--- config.mk ---
export PLATFORM = sky130hd
export DESIGN_NAME = hcd_predec
export DESIGN_NICKNAME = d
export VERILOG_FILES = /design/src/rtl/hcd_pkg.sv /design/src/rtl/hcd_table.sv /design/src/rtl/hcd_seq.sv /design/src/rtl/hcd_predec.sv
export SDC_FILE = /design/constraint.sdc
export NUM_CORES = 1
export LEC_CHECK = 0
export CAP_MARGIN = 20
export CORE_MARGIN = 2
export CORE_UTILIZATION = 40
export DETAILED_ROUTE_END_ITERATION = 7
export SYNTH_ARGS = -nofsm -noshare
export SYNTH_HDL_FRONTEND = slang
export SYNTH_SLANG_ARGS = --single-unit
--- constraint.sdc ---
create_clock -name clk_i -period 4.5 [get_ports clk_i]
set_input_delay 0.9 -clock clk_i [delete_from_list [all_inputs] [get_ports clk_i]]
set_output_delay 0.9 -clock clk_i [all_outputs]
set_load 0.005 [all_outputs]
--- src/rtl/hcd_pkg.sv ---
package hcd_pkg;
  localparam int BYTE_W = 8;
  localparam int CNT_W  = 2;
  localparam int CYC_W  = 3;
  localparam int OP_W   = 5;
  localparam int MD_W   = 3;

  typedef enum logic [OP_W-1:0] {
    OP_NONE = 0, OP_CMP_AB, OP_CLR_C, OP_CLR_I, OP_CLR_A, OP_CLR_B, OP_CLR_V,
    OP_NOT_A, OP_NOT_B, OP_BCD_ADJ, OP_DECR_A, OP_DECR_B, OP_CLR_M, OP_NOT_M,
    OP_DECR_M, OP_CMP8_A, OP_CMP8_B, OP_CMP16_D, OP_CMP16_X, OP_CMP16_Y
  } op_e;

  typedef enum logic [MD_W-1:0] {
    MD_INH = 0, MD_IMM = 1, MD_DIR = 2, MD_EXT = 3, MD_IDX = 4
  } mode_e;

  typedef enum logic [1:0] {PG_BASE, PG_P18, PG_P1A, PG_PCD} page_e;

  typedef struct packed {
    logic             legal;
    logic             pfx;
    page_e            pg;
    op_e              op;
    mode_e            mode;
    logic             idx_y;
    logic [CNT_W-1:0] nopnd;
    logic [CYC_W-1:0] cyc;
  } dec_t;
endpackage

--- src/rtl/hcd_table.sv ---
module hcd_table
  import hcd_pkg::*;
(
  input  page_e             page_i,
  input  logic [BYTE_W-1:0] byte_i,
  output dec_t              dec_o
);
  function automatic dec_t ent(op_e op, mode_e m, logic y, int unsigned c);
    dec_t d;
    d       = '0;
    d.legal = 1'b1;
    d.op    = op;
    d.mode  = m;
    d.idx_y = y;
    d.cyc   = CYC_W'(c);
    return d;
  endfunction

  dec_t raw;

  always_comb begin
    raw = '0;
    case (page_i)
      PG_BASE: case (byte_i)
        8'h18: begin raw.pfx = 1'b1; raw.pg = PG_P18; end
        8'h1A: begin raw.pfx = 1'b1; raw.pg = PG_P1A; end
        8'hCD: begin raw.pfx = 1'b1; raw.pg = PG_PCD; end
        8'h11: raw = ent(OP_CMP_AB,  MD_INH, 1'b0, 2);
        8'h0C: raw = ent(OP_CLR_C,   MD_INH, 1'b0, 2);
        8'h0E: raw = ent(OP_CLR_I,   MD_INH, 1'b0, 2);
        8'h4F: raw = ent(OP_CLR_A,   MD_INH, 1'b0, 2);
        8'h5F: raw = ent(OP_CLR_B,   MD_INH, 1'b0, 2);
        8'h0A: raw = ent(OP_CLR_V,   MD_INH, 1'b0, 2);
        8'h43: raw = ent(OP_NOT_A,   MD_INH, 1'b0, 2);
        8'h53: raw = ent(OP_NOT_B,   MD_INH, 1'b0, 2);
        8'h19: raw = ent(OP_BCD_ADJ, MD_INH, 1'b0, 2);
        8'h4A: raw = ent(OP_DECR_A,  MD_INH, 1'b0, 2);
        8'h5A: raw = ent(OP_DECR_B,  MD_INH, 1'b0, 2);
        8'h7F: raw = ent(OP_CLR_M,   MD_EXT, 1'b0, 6);
        8'h6F: raw = ent(OP_CLR_M,   MD_IDX, 1'b0, 6);
        8'h73: raw = ent(OP_NOT_M,   MD_EXT, 1'b0, 6);
        8'h63: raw = ent(OP_NOT_M,   MD_IDX, 1'b0, 6);
        8'h7A: raw = ent(OP_DECR_M,  MD_EXT, 1'b0, 6);
        8'h6A: raw = ent(OP_DECR_M,  MD_IDX, 1'b0, 6);
        8'h81: raw = ent(OP_CMP8_A,  MD_IMM, 1'b0, 2);
        8'h91: raw = ent(OP_CMP8_A,  MD_DIR, 1'b0, 3);
        8'hB1: raw = ent(OP_CMP8_A,  MD_EXT, 1'b0, 4);
        8'hA1: raw = ent(OP_CMP8_A,  MD_IDX, 1'b0, 4);
        8'hC1: raw = ent(OP_CMP8_B,  MD_IMM, 1'b0, 2);
        8'hD1: raw = ent(OP_CMP8_B,  MD_DIR, 1'b0, 3);
        8'hF1: raw = ent(OP_CMP8_B,  MD_EXT, 1'b0, 4);
        8'hE1: raw = ent(OP_CMP8_B,  MD_IDX, 1'b0, 4);
        8'h8C: raw = ent(OP_CMP16_X, MD_IMM, 1'b0, 4);
        8'h9C: raw = ent(OP_CMP16_X, MD_DIR, 1'b0, 5);
        8'hBC: raw = ent(OP_CMP16_X, MD_EXT, 1'b0, 6);
        8'hAC: raw = ent(OP_CMP16_X, MD_IDX, 1'b0, 6);
        default: ;
      endcase
      PG_P18: case (byte_i)
        8'h6F: raw = ent(OP_CLR_M,   MD_IDX, 1'b1, 7);
        8'h63: raw = ent(OP_NOT_M,   MD_IDX, 1'b1, 7);
        8'h6A: raw = ent(OP_DECR_M,  MD_IDX, 1'b1, 7);
        8'hA1: raw = ent(OP_CMP8_A,  MD_IDX, 1'b1, 5);
        8'hE1: raw = ent(OP_CMP8_B,  MD_IDX, 1'b1, 5);
        8'h8C: raw = ent(OP_CMP16_Y, MD_IMM, 1'b0, 5);
        8'h9C: raw = ent(OP_CMP16_Y, MD_DIR, 1'b0, 6);
        8'hBC: raw = ent(OP_CMP16_Y, MD_EXT, 1'b0, 7);
        8'hAC: raw = ent(OP_CMP16_Y, MD_IDX, 1'b1, 7);
        default: ;
      endcase
      PG_P1A: case (byte_i)
        8'h83: raw = ent(OP_CMP16_D, MD_IMM, 1'b0, 5);
        8'h93: raw = ent(OP_CMP16_D, MD_DIR, 1'b0, 6);
        8'hB3: raw = ent(OP_CMP16_D, MD_EXT, 1'b0, 7);
        8'hA3: raw = ent(OP_CMP16_D, MD_IDX, 1'b0, 7);
        8'hAC: raw = ent(OP_CMP16_Y, MD_IDX, 1'b0, 7);
        default: ;
      endcase
      default: case (byte_i)
        8'hA3: raw = ent(OP_CMP16_D, MD_IDX, 1'b1, 7);
        8'hAC: raw = ent(OP_CMP16_X, MD_IDX, 1'b1, 7);
        default: ;
      endcase
    endcase
  end

  // operand length follows from mode and immediate width
  logic wide;
  always_comb begin
    wide  = (raw.op == OP_CMP16_D) || (raw.op == OP_CMP16_X) || (raw.op == OP_CMP16_Y);
    dec_o = raw;
    case (raw.mode)
      MD_INH:  dec_o.nopnd = CNT_W'(0);
      MD_EXT:  dec_o.nopnd = CNT_W'(2);
      MD_IMM:  dec_o.nopnd = wide ? CNT_W'(2) : CNT_W'(1);
      default: dec_o.nopnd = CNT_W'(1);
    endcase
    if (!raw.legal) dec_o.nopnd = '0;
  end
endmodule

--- src/rtl/hcd_seq.sv ---
module hcd_seq
  import hcd_pkg::*;
(
  input  logic  clk_i,
  input  logic  rst_ni,
  input  logic  byte_valid_i,
  input  dec_t  tbl_i,
  output page_e page_o,
  output dec_t  rpt_o,
  output logic  rpt_valid_o,
  output logic  illegal_o
);
  typedef enum logic [1:0] {ST_IDLE, ST_PFX, ST_OPND} st_e;

  st_e              st_q;
  page_e            page_q;
  dec_t             hold_q, rpt_q;
  logic [CNT_W-1:0] cnt_q;
  logic             rv_q, ill_q;

  assign page_o      = (st_q == ST_PFX) ? page_q : PG_BASE;
  assign rpt_o       = rpt_q;
  assign rpt_valid_o = rv_q;
  assign illegal_o   = ill_q;

  always_ff @(posedge clk_i or negedge rst_ni) begin
    if (!rst_ni) begin
      st_q   <= ST_IDLE;
      page_q <= PG_BASE;
      hold_q <= '0;
      rpt_q  <= '0;
      cnt_q  <= '0;
      rv_q   <= 1'b0;
      ill_q  <= 1'b0;
    end else begin
      rv_q  <= 1'b0;
      ill_q <= 1'b0;
      if (byte_valid_i) begin
        case (st_q)
          ST_OPND: begin
            if (cnt_q == CNT_W'(1)) begin
              rpt_q <= hold_q;
              rv_q  <= 1'b1;
              st_q  <= ST_IDLE;
            end else begin
              cnt_q <= cnt_q - 1'b1;
            end
          end
          default: begin
            // prefix flag only appears on the base page
            if (tbl_i.pfx) begin
              page_q <= tbl_i.pg;
              st_q   <= ST_PFX;
            end else if (!tbl_i.legal) begin
              ill_q <= 1'b1;
              st_q  <= ST_IDLE;
            end else if (tbl_i.nopnd == '0) begin
              rpt_q <= tbl_i;
              rv_q  <= 1'b1;
              st_q  <= ST_IDLE;
            end else begin
              hold_q <= tbl_i;
              cnt_q  <= tbl_i.nopnd;
              st_q   <= ST_OPND;
            end
          end
        endcase
      end
    end
  end
endmodule

--- src/rtl/hcd_predec.sv ---
module hcd_predec
  import hcd_pkg::*;
(
  input  logic              clk_i,
  input  logic              rst_ni,
  input  logic              byte_valid_i,
  input  logic [BYTE_W-1:0] byte_i,
  output logic              dec_valid_o,
  output logic              illegal_o,
  output logic [OP_W-1:0]   op_o,
  output logic [MD_W-1:0]   mode_o,
  output logic              idx_y_o,
  output logic [CNT_W-1:0]  opnd_cnt_o,
  output logic [CYC_W-1:0]  cycles_o
);
  page_e page;
  dec_t  tbl, rpt;

  hcd_table u_table (
    .page_i (page),
    .byte_i (byte_i),
    .dec_o  (tbl)
  );

  hcd_seq u_seq (
    .clk_i        (clk_i),
    .rst_ni       (rst_ni),
    .byte_valid_i (byte_valid_i),
    .tbl_i        (tbl),
    .page_o       (page),
    .rpt_o        (rpt),
    .rpt_valid_o  (dec_valid_o),
    .illegal_o    (illegal_o)
  );

  assign op_o       = rpt.op;
  assign mode_o     = rpt.mode;
  assign idx_y_o    = rpt.idx_y;
  assign opnd_cnt_o = rpt.nopnd;
  assign cycles_o   = rpt.cyc;
endmodule

Yosys cells after proc, flatten, opt, wreduce, memory -nomap -nowiden
Cells that the tools add are included.

Logic and storage cells: 118. Flip-flop bits (word level): 36. Output and inout port bits: 16. Bits of input ports: 11.

Muxes and demuxes: 36. Reductions and logical operators: 13. Bitwise operators: 3. Equality and inequality tests: 50. Add/subtract/negate cells: 1.

Operators with widths (number): $pmux 14 s29 (1); $pmux 18 s9 (1); $eq 8x8->1 const B (17); $eq 8x7->1 const B (12); $pmux 18 s5 (1); $mux 14 (5); $pmux 18 s3 (1); $pmux 18 s2 (1); $eq 8x5->1 const B (4); $reduce_or 29->1 (1); $mux 2 (13); $eq 8x4->1 const B (3); $eq 5x5->1 const B (3); $reduce_and 5->1 (3); $mux 1 (11); $pmux 3 s3 (1); $eq 2x1->1 const B (3); $pmux 2 s3 (1); $eq 2x2->1 const B (2); $logic_not 2->1 (2); $ne 2x1->1 const B (2); $ne 2x2->1 const B (2); $reduce_bool 2->1 (2); $eq 3x1->1 const B (1); other kinds (7) (10).

Depth between registers and ports, before layout
Depth in word-level cells: 16. Gate-level depth with buffers: 12.

Modules after synthesis
From an unflattened synthesis, not the netlist that was laid out.

Cells, all modules: 320. Area total of the unflattened synthesis: 2885.3 um2.

By module, submodules not included: hcd_seq (cells each 165, area an instance 1938.1 um2, times used 1, seq. area each 1051.0 um2); hcd_table (cells each 155, area an instance 947.2 um2, times used 1, seq. area each 0.0 um2).

Least setup slack after synthesis
No wires, ideal clock.

Path kind: input to register. Start: in byte_i[5]. End: reg u_seq.rpt_q, in the netlist u_seq.rpt_o[0]. Cell stages on the path: 11. Data required time: 4.375 ns. Setup slack: 1.047 ns. Arrival time: 3.328 ns. Cell sequence: buf_2 nand2b_1 or4_1 and4_1 o221a_2 or2_0 buf_2 a211o_1 a21oi_4 buf_12 mux2_4.

Longest elaborated chain between the ends: 12. Elaborated cells between the ends (all ways): 64. Those cells by class: eq/ne (42); mux (14); reduce/logical (8).

RTL lines: start, declared (RTL line hcd_predec.sv:7) `input logic [BYTE_W-1:0] byte_i,`; $eq 8x8->1 (tied with other cells); $pmux 14 s29 (tied with other cells) (RTL line hcd_table.sv:24) `PG_BASE: case (byte_i)`; $pmux 18 s3 (*) (RTL line hcd_table.sv:23) `case (page_i)`; $eq 5x5->1 (RTL line hcd_table.sv:90) `wide = (raw.op == OP_CMP16_D) || (raw.op == OP_CMP16_X) || (raw.op == OP_CMP16_Y);`; $logic_or 1x1->1 (2 in a row) (RTL line hcd_table.sv:90); $mux 2 (RTL line hcd_table.sv:95) `MD_IMM: dec_o.nopnd = wide ? CNT_W'(2) : CNT_W'(1);`; $pmux 2 s3 (RTL line hcd_table.sv:92) `case (raw.mode)`; $mux 2 (RTL line hcd_table.sv:98) `if (!raw.legal) dec_o.nopnd = '0;`; $logic_not 2->1 (RTL line hcd_seq.sv:57) `end else if (tbl_i.nopnd == '0) begin`; $reduce_bool 2->1 (no line); $reduce_and 5->1 (no line); end signal, assigned (RTL line hcd_seq.sv:42) `rpt_q <= hold_q;`; end signal, assigned (RTL line hcd_seq.sv:58) `rpt_q <= tbl_i;`; end, declared (RTL line hcd_seq.sv:17) `dec_t hold_q, rpt_q;`.

Every way passes the cells marked *; elsewhere a longest branch is shown, timed or not. The select of a mux whose other input is x is not followed. A chain may end at the register's enable or synchronous reset.

Final worst setup path
Start: in byte_i[6]. End: reg u_seq.hold_q[1] (netlist bit).

Longest elaborated chain between the ends: 12. Elaborated cells between the ends (all ways): 59. Those cells by class: eq/ne (41); mux (10); bitwise (2); reduce/logical (6).

RTL lines: $eq 8x8->1 (tied with other cells); $pmux 14 s29 (tied with other cells) (RTL line hcd_table.sv:24); $pmux 18 s3 (*) (RTL line hcd_table.sv:23); $eq 5x5->1 (RTL line hcd_table.sv:90); $logic_or 1x1->1 (2 in a row) (RTL line hcd_table.sv:90); $mux 2 (RTL line hcd_table.sv:95); $pmux 2 s3 (RTL line hcd_table.sv:92); $mux 2 (RTL line hcd_table.sv:98); $logic_not 2->1 (RTL line hcd_seq.sv:57); $not 1->1 (no line); $reduce_and 5->1 (no line); end signal, assigned (RTL line hcd_seq.sv:62) `hold_q <= tbl_i;`; end, declared (RTL line hcd_seq.sv:17).

Every way passes the cells marked *; elsewhere a longest branch is shown, timed or not.

==> summary.txt <==
Yosys
  – Synth warn: 0
  – Largest cells by area after synthesis: dfrtp_1 (32%), mux2_2 (6.5%), nand2_1 (5.8%)
  – Top FF cell, synth: dfrtp_1
  – #FFs+latches synth: 36
  – Ys async rst share: 100%
  – Seq/Total Area, Yosys: 32.4%
  – Post-synthesis area per instance: 8.39 sq um
  – Yosys cell types: 66
  – Cell taking the most area after synthesis: dfrtp_1
  – Net Count, Synth: 343
  – Number of synthesized flops with an enable pin: 0
  – Synth top area share: 32.4%
  – Post-synthesis instance area: 0.00278 sq mm
  – Cells after Synth: 331
  – Count leader, synth: nand2_1
  – Commonest cells in the netlist: nand2_1 (43), dfrtp_1 (36), nor2_1 (26)

Pwr
  – LEAKAGE: 1.35 nW
  – Post-route total power: 1.13 mW
  – Power per cell area: 352 mW/mm^2
  – Peak supply drop: 0.206 mV

CTS
  – Post-CTS Hold Buffers: 0
  – Worst skew pair latency: 290 ps
  – Cts bufs inserted: 5
  – CTS clock-pin slew for the worst setup and hold paths: 70 ps
  – H-tree levels: 2
  – Clock buffer depth: 2
  – Post-CTS setup buffer count: 0
  – # resized after CTS: 0
  – TritonCTS clock tree: built
  – Clock sink count: 36
  – Clk root buf: clkbuf_8

STA
  – Slew headroom: 49.0%
  – Measured slew at the worst slew-check pin: 765 ps
  – Fmax achieved: 254 MHz
  – Final Cycle Share: 87.5%
  – Worst Skew: 4.57 ps
  – Slew Viols, Final: 0
  – Unrepaired setup endpoints after global routing: false
  – Post-Route Setup TNS: 0 ps
  – Crit path time final: 3940 ps
  – Final Hold Fails: 0
  – Final Setup Violations: 0
  – Worst Hold Margin: 484 ps

Worst hold path
  – Hold Path Depth: 1
  – Min-delay worst type: reg -> reg
  – Hold wc startpoint: u_seq.hold_q[13]$_DFFE_PN0P_

Route
  – Vias/cell: 5.89
  – Detail Route Antenna Nets: 0
  – DRT Pass-1 Iters: 6
  – Routed length per instance: 16.6 um
  – DRT iter0 DRCs: 277
  – Remaining DRCs: 0
  – Via Count: 2546
  – Final wirelength: 7160 um

Setup path
  – Crit path required time: 4670 ps
  – CP startpoint: byte_i[6]
  – R2R setup slack: 1480 ps
  – Slowest-stage cell, CP: clkdlybuf4s50_1
  – R2r startpoint: u_seq.st_q[0]$_DFFE_PN0P_
  – Endpoint class of the critical path: flip-flop
  – Crit path DAT: 4110 ps
  – Startpoint types: input port
  – Max incr delay on CP: 720 ps
  – Worst reg-to-reg path cell count: 7
  – Crit path max fanout: 20
  – Critical path type: in -> reg
  – Critical-path cell list: clkdlybuf4s50_1 -> nor4bb_1 -> o21ai_1 -> a21boi_1 -> o22ai_1 -> a2111oi_0 -> or2_2 -> mux2_2

Placed design
  – Post-DP HPWL: 5170 um
  – I/O Buffers: 26
  – GPL Wtd Cong: 0.895

Floorplanning
  – Row count: 30
  – Chip height: 87.3 um
  – Num ports: 27
  – Die area: 0.00763 sq mm
  – Initial Utilization: 41.1%
  – Die W: 87.3 um
  – Core area: 0.00676 sq mm

Global route
  – Total grt overflow: 0
  – Global Route Usage Sum: 19.6%
  – Initial antenna violation count: 0
  – Largest net degree at the start of global routing: 37
  – First-pass GRT wire length: 11800 um
  – Vias in the first global route: 2429

Final layout
  – Share of layout cells above drive strength 1: 13.4%
  – Syn-to-layout area delta: 15.4%
  – Diodes inserted: 0
  – Layout fillers: 645
  – Final #Nets: 363

Outcome
  – Outcome: finished clean

Run
  – Max_cap viols: 0
## cell type report
type                       count  area [sq um]  share of cell area [%]
clock inverter                 2          35.0                    1.09
sequential                    36           901                    28.1
tap                           80           100                    3.12
clock buffer                   6          72.6                    2.26
inverter                      14          52.6                    1.64
multi-input combinational    257          1690                    52.8
timing repair buffer          37           350                    10.9
## power breakdown
group / switching [mW] / internal (mW)
combinational: 0.184 / 0.211
sequential: 0.0509 / 0.403
clock: 0.115 / 0.164
total: 0.350 / 0.778
## kinds of logic (layout without fill, tap and decap cells)
group	Yosys count	in the layout	share of synthesized area [%]
mux	26	26	11.0
buf+inv	38	59	6.58
flops	36	36	32.4
xor+xnor	2	2	0.631
compound gates	91	91	22.2
simple gates	136	136	26.4
fa+ha+maj	2	2	0.811
## routing by layer
metal	vias to the layer above	part of all wire, %	track usage, %
li1	1242	-	-
met1	1181	45	27.2
met2	104	45	29.9
met3	19	6.7	4.08
met4	0	2.8	7.27
met5	-	0	0
## per-stage QoR
step | setup slack [ps] | util, % | cell area, sq um | instances
2_1_floorplan | 1050 | - | 2780 | 331
3_3_place_gp | 331 | 45.9 | 3100 | 424
3_5_place_dp | 276 | 45.9 | 3100 | 424
4_1_cts | 598 | 47.4 | 3210 | 432
5_1_grt | 375 | 47.4 | 3210 | 432
6_report | 563 | 47.4 | 3210 | 432
## state kept, by name, indices dropped and copies added, names as in the netlist
name,count
u_seq.rpt_o,14
u_seq.rpt_valid_o,1
u_seq.cnt_q,2
u_seq.hold_q,14
u_seq.st_q,2
u_seq.illegal_o,1
u_seq.page_q,2
## layout by cell type (no fill, tap or decap), types with 5 or more instances in the layout
cell and n:
nor2b_1 6, a211oi_1 6, mux2i_1 5, clkdlybuf4s50_1 25, inv_1 14, clkbuf_8 5, mux2_4 5, mux2_2 16
nand2b_1 8, a21o_1 6, buf_4 10, o21ai_0 19, nor2_1 26, nor3_1 6, a21oi_1 18, nand2_1 43
dfrtp_1 36, nor4b_1 5
## final timing paths
kind,endpoint
setup / recovery,u_seq.hold_q[1]$_DFFE_PN0P_
hold / removal,u_seq.hold_q[13]$_DFFE_PN0P_
setup reg to reg,u_seq.hold_q[1]$_DFFE_PN0P_
hold reg to reg,u_seq.hold_q[13]$_DFFE_PN0P_
max in group asynchronous,u_seq.hold_q[1]$_DFFE_PN0P_
min in group asynchronous,u_seq.page_q[1]$_DFFE_PN0P_
## worst max-delay path: cells and delay by family
| family | cells | cell delay (ps) |
|---|---|---|
| AO/OA/AOI/OAI | 4 | 1520 |
| multiplexers | 1 | 380 |
| AND/OR/NAND/NOR | 2 | 580 |
| buffers and inverters | 1 | 720 |
Note: power is estimated with default switching activity, not from simulation.
